## src/rtl/fbs_pkg.sv

```systemverilog
package fbs_pkg;

  typedef struct packed {
    logic tick;       // last clock of a timer step
    logic rollover;   // last clock of the period
    logic enterLast;  // edge into the last timer step (non-rollover)
  } pwmStrobe_t;

  function automatic int stepClocks(input logic [1:0] sel, input int baseDiv);
    case (sel)
      2'b00:   stepClocks = baseDiv;
      2'b01:   stepClocks = baseDiv * 4;
      default: stepClocks = baseDiv * 16;
    endcase
  endfunction

endpackage

```

## src/rtl/fbs_timer_ctrl.sv

```systemverilog
module fbs_timer_ctrl #(
  parameter int PERIOD_W = 8,
  parameter int BASE_DIV = 4
) (
  input  logic                   clk,
  input  logic                   rstN,
  input  logic [PERIOD_W-1:0]    periodIn,
  input  logic [1:0]             prescaleSel,
  output logic [PERIOD_W-1:0]    timer,
  output fbs_pkg::pwmStrobe_t    strobe,
  output logic                   periodStart
);
  localparam int STEP_W = $clog2(BASE_DIV * 16);

  logic [STEP_W-1:0]   psCnt;
  logic [STEP_W-1:0]   psLast;
  logic [PERIOD_W-1:0] periodReg;
  logic [1:0]          selReg;
  logic                startQ;

  always_comb begin
    psLast           = STEP_W'(fbs_pkg::stepClocks(selReg, BASE_DIV) - 1);
    strobe.tick      = (psCnt == psLast);
    strobe.rollover  = strobe.tick && (timer == periodReg);
    strobe.enterLast = strobe.tick && !strobe.rollover && (periodReg != '0)
                       && (timer == periodReg - 1'b1);
  end

  always_ff @(posedge clk or negedge rstN) begin
    if (!rstN) begin
      psCnt     <= '0;
      timer     <= '0;
      periodReg <= '0;
      selReg    <= 2'b00;
      startQ    <= 1'b1;
    end else if (strobe.rollover) begin
      psCnt     <= '0;
      timer     <= '0;
      periodReg <= periodIn;
      selReg    <= prescaleSel;
      startQ    <= 1'b1;
    end else if (strobe.tick) begin
      psCnt     <= '0;
      timer     <= timer + 1'b1;
      startQ    <= 1'b0;
    end else begin
      psCnt     <= psCnt + 1'b1;
      startQ    <= 1'b0;
    end
  end

  assign periodStart = startQ;

  a_r3_timer_bounded: assert property (@(posedge clk) disable iff (!rstN)
    timer <= periodReg);
  a_r3_prescale_bounded: assert property (@(posedge clk) disable iff (!rstN)
    psCnt <= psLast);
  a_r3_start_after_roll: assert property (@(posedge clk) disable iff (!rstN)
    strobe.rollover |=> (periodStart && timer == '0));
  a_r5_capture_hold: assert property (@(posedge clk) disable iff (!rstN)
    !strobe.rollover |=> ($stable(periodReg) && $stable(selReg)));

endmodule

```

## src/rtl/fbs_steer_dp.sv

```systemverilog
module fbs_steer_dp #(
  parameter int PERIOD_W = 8
) (
  input  logic                clk,
  input  logic                rstN,
  input  logic [PERIOD_W-1:0] dutyIn,
  input  logic [PERIOD_W-1:0] periodIn,
  input  logic                dirIn,
  input  logic [PERIOD_W-1:0] timer,
  input  fbs_pkg::pwmStrobe_t strobe,
  output logic                outA,
  output logic                outB,
  output logic                outC,
  output logic                outD
);
  logic [PERIOD_W-1:0] dutyReg;
  logic                curDir;   // 0 forward, 1 reverse
  logic                pendReg;  // swap scheduled for this last step
  logic                nextDir;
  logic                modOn;
  logic                steer;

  assign nextDir = curDir ^ pendReg;

  always_ff @(posedge clk or negedge rstN) begin
    if (!rstN) begin
      dutyReg <= '0;
      curDir  <= 1'b0;
      pendReg <= 1'b0;
    end else if (strobe.rollover) begin
      dutyReg <= dutyIn;
      curDir  <= nextDir;
      // a zero-length period starts directly in its last step
      pendReg <= (periodIn == '0) && (dirIn != nextDir);
    end else if (strobe.enterLast) begin
      pendReg <= (dirIn != curDir);
    end
  end

  always_comb begin
    modOn = (timer < dutyReg);
    steer = nextDir;
    outA  = !steer;
    outC  = steer;
    outD  = !curDir && modOn && !pendReg;
    outB  = curDir && modOn && !pendReg;
  end

  a_r6_dir_at_boundary: assert property (@(posedge clk) disable iff (!rstN)
    !$stable(curDir) |-> $past(strobe.rollover));
  a_r6_pend_only_last: assert property (@(posedge clk) disable iff (!rstN)
    $rose(pendReg) |-> $past(strobe.enterLast || strobe.rollover));
  a_r6_swap_completes: assert property (@(posedge clk) disable iff (!rstN)
    (strobe.rollover && pendReg) |=> (curDir != $past(curDir)));
  a_r4_zero_duty: assert property (@(posedge clk) disable iff (!rstN)
    (dutyReg == '0) |-> (!outB && !outD));
  a_r8_no_leg_short: assert property (@(posedge clk) disable iff (!rstN)
    !(outA && outB) && !(outC && outD));

endmodule

```

## src/rtl/fullbridge_steer.sv

```systemverilog
module fullbridge_steer #(
  parameter int PERIOD_W = 8,
  parameter int BASE_DIV = 4
) (
  input  logic                clk,
  input  logic                rstN,
  input  logic [PERIOD_W-1:0] periodIn,
  input  logic [PERIOD_W-1:0] dutyIn,
  input  logic [1:0]          prescaleSel,
  input  logic                dirIn,
  output logic                outA,
  output logic                outB,
  output logic                outC,
  output logic                outD,
  output logic                periodStart
);
  logic [PERIOD_W-1:0] timer;
  fbs_pkg::pwmStrobe_t strobe;

  fbs_timer_ctrl #(.PERIOD_W(PERIOD_W), .BASE_DIV(BASE_DIV)) uCtrl (
    .clk(clk), .rstN(rstN), .periodIn(periodIn), .prescaleSel(prescaleSel),
    .timer(timer), .strobe(strobe), .periodStart(periodStart)
  );

  fbs_steer_dp #(.PERIOD_W(PERIOD_W)) uSteer (
    .clk(clk), .rstN(rstN), .dutyIn(dutyIn), .periodIn(periodIn), .dirIn(dirIn),
    .timer(timer), .strobe(strobe),
    .outA(outA), .outB(outB), .outC(outC), .outD(outD)
  );

endmodule

```

## config.mk

```make
export PLATFORM = sky130hd
export DESIGN_NAME = fullbridge_steer
export DESIGN_NICKNAME = d
export VERILOG_FILES = /design/src/rtl/fbs_pkg.sv /design/src/rtl/fbs_timer_ctrl.sv /design/src/rtl/fbs_steer_dp.sv /design/src/rtl/fullbridge_steer.sv
export SDC_FILE = /design/constraint.sdc
export NUM_CORES = 1
export LEC_CHECK = 0
export ABC_CLOCK_PERIOD_IN_PS = 6270
export BUFFER_PORTS_ARGS = -buffer_cell sky130_fd_sc_hd__buf_2
export CORE_ASPECT_RATIO = 1.75
export CORE_UTILIZATION = 45
export CTS_CLUSTER_SIZE = 24
export DETAILED_ROUTE_END_ITERATION = 12
export SETUP_SLACK_MARGIN = 0.3
export SYNTH_ARGS = -nofsm -noshare
export SYNTH_HDL_FRONTEND = slang
export SYNTH_HIERARCHICAL = 1
export SYNTH_SLANG_ARGS = --single-unit
```

## constraint.sdc

```tcl
create_clock -name clk -period 6.27 [get_ports clk]
set_input_delay 0.9405 -clock clk [delete_from_list [all_inputs] [get_ports clk]]
set_output_delay 0.9405 -clock clk [all_outputs]
set_load 0.005 [all_outputs]
```

# == Word level (Yosys, flattened, before mapping) ==
# Index checks and enable logic that the tools add are counted.
# classes
mux,8
reduce_logical,18
n_mul,0
order_cmp,1
n_addsub,4
div,0
eq_ne,6
shifts,0
n_bitwise,1
# op_table
operator,n
8-bit == test,2
8-bit two-way mux,2
6-bit two-way mux,2
5-bit case mux with 2 select lines,1
1-bit logical AND,9
8-bit by 1-bit adder with 8-bit output (second input constant),1
8-bit zero test,1
8-bit less-than comparator,1
8-bit nonzero test,1
8-bit by 1-bit subtractor with 8-bit output (second input constant),1
6-bit by 1-bit adder with 6-bit output (second input constant),1
6-bit == test,1
6-bit by 1-bit subtractor with 6-bit output (second input constant),1
1-bit zero test,4
2-bit nonzero test,2
1-bit two-way mux,3
2-bit by 1-bit == test with 1-bit output (second input constant),1
2-bit zero test,1
1-bit != test,2
1-bit XOR,1
# totals
elab_cells,46
mem_count,0
latch_bits,0
mem_bits_rw,0
mem_bits_ro,0
ff_bits,35

# == Longest topological paths before layout ==
# logic_depth
word_depth,11
mapped_depth,11
mapped_depth_nobuf,10

# == Cells and area by module ==
# Netlist, hierarchy kept.
# by_module_without_submodules
mod,cells_per_inst,area_each_um2,n_inst
fbs_timer_ctrl,135,1522.7,1
fbs_steer_dp,68,630.6,1

# == Least setup slack after synthesis ==
# Ideal clock, no wire load.
# synth_timing
path_kind,reg-to-reg
start,register uCtrl.selReg[0]
end,register uSteer.dutyReg[1]
arrival_ns,2.397
slack_ns,3.742
n_path_buf,3
path_stages_with_launch,10
setup_time_ns,0.131
period_less_slack_ns,2.528
path_cell_list,dfrtp_1 -> or2_2 -> ha_1 -> xor2_1 -> o2111ai_4 -> nor2_4 -> buf_12 -> clkbuf_1 -> clkbuf_1 -> o21ai_0
# synth_rtl
element,line,source
"start, declared",fbs_timer_ctrl.sv:18,logic [1:0] selReg;
"start signal, assigned",fbs_timer_ctrl.sv:40,selReg <= prescaleSel;
"end signal, assigned",fbs_steer_dp.sv:31,dutyReg <= dutyIn;
"end, declared",fbs_steer_dp.sv:16,logic [PERIOD_W-1:0] dutyReg;

# == Worst setup path in the final report ==
# layout_timing
start,register uCtrl.timer[1]
end,output port outD
# layout_between
elab_chain_len,3
# layout_rtl
element,line,source
"start, declared",fbs_timer_ctrl.sv:9,"output logic [PERIOD_W-1:0] timer,"
"start signal, assigned",fbs_timer_ctrl.sv:44,timer <= timer + 1'b1;
8-bit less-than comparator,fbs_steer_dp.sv:41,modOn = (timer < dutyReg);
1-bit logical AND (2 in a row),fbs_steer_dp.sv:45,outD = !curDir && modOn && !pendReg;
"end, declared",fullbridge_steer.sv:14,"output logic outD,"
# No other way between the ends.

==> reports/summary.txt <==
Final cell area excluding filler cells: 2360 um2
Total wire length: 4.24 mm
Syn nets: 236
Buf/Inv on CP: 1
Psw: 0.000177 W
Largest net degree at the start of global routing: 36
Die Area: 5080 um2
Int Power: 0.000376 W
Die Span Y: 93.5 um
Total track usage: 0.194
Post-Syn Area: 2150 um2
P_leak: 1.09 nW
Crit path cell chain: ha_1 > a2111o_1 > a21oi_1 > buf_2
Dpl cells: 272
Most common cell after layout, fill and taps aside: dfrtp_1
Post-synth ARST share: 1.00
Crit-path slowest cell: dfrtp_1
Hold crit path type: flop to flop
Initial DRT Pass Iterations: 4
Slew @ Worst Pin: 0.809 ns
Average size of a mapped cell: 10.6 um2
PwrDens: 234 nW/um2
Synth cell types: 48
GR Overflow Total: 0
Worst-skew pair later-pin latency: 0.29 ns
Critical Path Start: uCtrl/timer[1]$_DFFE_PN0P_
Delay-heaviest family, CP: compound AO/OA/AOI/OAI gates
CP arrival: 1.78 ns
Non-Filler Instances: 280
Initial antenna violation count: 0
Setup TNS: 0 ns
Initial Utilization: 0.466
Gate power share: 0.184
Ant diodes: 0
First-pass GRT wire length: 7.00 mm
Top cells by area, synth: dfrtp_1 (40%), ha_1 (7.0%), xor2_1 (6.5%)
RR Startpoint: uCtrl/selReg[0]$_DFFE_PN0N_
Wire per inst: 15.2 um
Layout cells sized above 1: 0.272
Fin. max-slew vios: 0
H-tree depth: 2
Layout area overhead: 9.82%
CP max stage delay: 0.49 ns
DRC viols: 0
Reg power frac: 0.525
TritonCTS clock tree: yes
Cell count after synthesis: 203
Seq/Total Area, Yosys: 0.407
Vias/cell: 5.45
Cell depth of the worst flop-to-flop path: 6
Worst Setup EP: outD
Switch share: 0.320
Reg2Reg Capture Point: uCtrl/periodReg[5]$_DFFE_PN0N_
CP Max Fanout: 7
Crit path launch type: flop
# hold bufs at CTS: 0
Time the worst path needs with I/O delays and setup: 2.72 ns
IO Pins: 26
Post-synth EDFFs: 0
WP depth: 4
Clock Tree Root: clkbuf_8
Worst Clk Skew: 0.00688 ns
Clock buffer depth: 2
Placer Congestion: 0.840
RSZ-0062 raised after global routing: no
Die W: 54.3 um
Final period util: 0.433
I/O Buffers: 25
Commonest cells after routing, fill and taps aside: dfrtp_1 (34), buf_2 (25), nand2_1 (17), xor2_1 (16)
Critical path class: flop to output port
Yosys reg bits: 35
Row count: 33
Detailed placement HPWL: 3.13 mm
CTS Buf Count: 5
Worst slew margin: 0.459
Vias in the first global route: 1545
Placed Area: 2280 um2
Final nets: 260
Final setup violation count: 0
Worst vdd ir: 0.156 mV
Max-capacitance violation count: 0
PostCTS Resize Cnt: 0
Fin. Hold Viols: 0
Max Fclk: 368 MHz
Clock share of power: 0.291
Main flop type after synthesis: dfrtp_1
Core ar.: 4620 um2
Total setup buffers inserted after CTS: 0
Antenna Nets Post-Route: 0
1st-iter DRT viols: 31
Status: completed
Yosys warnings: 6
Reg clk slew, reported paths: 0.08 ns
Reg-to-reg slack, setup: 3.55 ns
Crit path required time: 5.33 ns
Clock Sinks: 35
Post-synth top area share: 0.395
DR vias: 1527
CP Capture Type: output port
Hold_sp: uCtrl/psCnt[0]$_DFF_PN0_
Largest area contributor in the netlist: dfrtp_1
[cell usage after synthesis, types with 2 or more instances]
master	count
a21oi_1	5
a22o_2	2
and3_1	2
buf_6	2
clkbuf_1	2
dfrtp_1	34
ha_1	12
inv_1	14
mux2_2	7
mux2_4	6
mux2i_1	2
nand2_1	17
nand2b_1	3
nand3_1	7
nand4_1	2
nor2_1	13
nor3_1	4
nor4_2	4
o211ai_1	2
o21ai_0	14
xnor2_1	7
xor2_1	16
[area by class of cell]
type | instances | area (um2)
Clock buffer | 5 | 68.8
Clock inverter | 3 | 20.0
Fill cell | 465 | 2260
Inverter | 15 | 56.3
Multi-Input combinational cell | 145 | 1150
Sequential cell | 35 | 877
Tap cell | 52 | 65.1
Timing Repair Buffer | 25 | 125
[cells by family (layout without fill, tap and decap cells)]
| kind of cell | after synthesis | in the layout | share of synthesized area |
|---|---|---|---|
| simple gates | 64 | 64 | 0.178 |
| flops | 35 | 35 | 0.407 |
| compound gates | 30 | 30 | 0.0982 |
| xor+xnor | 24 | 24 | 0.101 |
| buf+inv | 23 | 48 | 0.0575 |
| mux | 15 | 15 | 0.0877 |
| fa+ha+maj | 12 | 12 | 0.0697 |
[routing by layer]
layer  up-vias  global-route usage  wire length, um
met5         -                   0                0
met4         0               0.103               96
met3         9              0.0390              107
met2        26               0.329             2380
met1       743               0.214             1660
li1        749                   -                -
[power groups by stage]
stage	registers [W]	logic, W	clock network (W)
2_1_floorplan	0.000279	0.0000824	0
3_3_place_gp	0.000295	0.000102	0
3_5_place_dp	0.000296	0.000102	0
4_1_cts	0.000292	0.000103	0.000168
5_1_grt	0.000294	0.000114	0.000178
6_report	0.000290	0.000102	0.000161
[per-stage QoR]
stage | setup WS (ns) | total power, W | hold WS (ns) | util
2_1_floorplan | 3.74 | 0.000361 | 0.430 | -
3_3_place_gp | 3.56 | 0.000397 | 0.465 | 0.492
3_5_place_dp | 3.53 | 0.000398 | 0.462 | 0.492
4_1_cts | 3.52 | 0.000563 | 0.472 | 0.511
5_1_grt | 3.34 | 0.000586 | 0.482 | 0.511
6_report | 3.55 | 0.000553 | 0.467 | 0.511
[worst min path at each step]
stage                                to  slack, ns  depth (start not counted)
6_report       uCtrl/psCnt[0]$_DFF_PN0_       0.47                          1
5_1_grt        uCtrl/psCnt[0]$_DFF_PN0_       0.48                          1
4_1_cts        uCtrl/psCnt[0]$_DFF_PN0_       0.47                          1
3_5_place_dp   uCtrl/psCnt[0]$_DFF_PN0_       0.46                          1
3_3_place_gp   uCtrl/psCnt[0]$_DFF_PN0_       0.47                          1
2_1_floorplan  uCtrl/psCnt[0]$_DFF_PN0_       0.43                          1
[flip-flops by register name, indices dropped and copies added (netlist names)]
name	count
uCtrl/psCnt	6
uSteer/dutyReg	8
uCtrl/periodStart	1
uCtrl/timer	8
uSteer/curDir	1
uSteer/pendReg	1
uCtrl/periodReg	8
uCtrl/selReg	2
(Power assumes the default switching activity.)
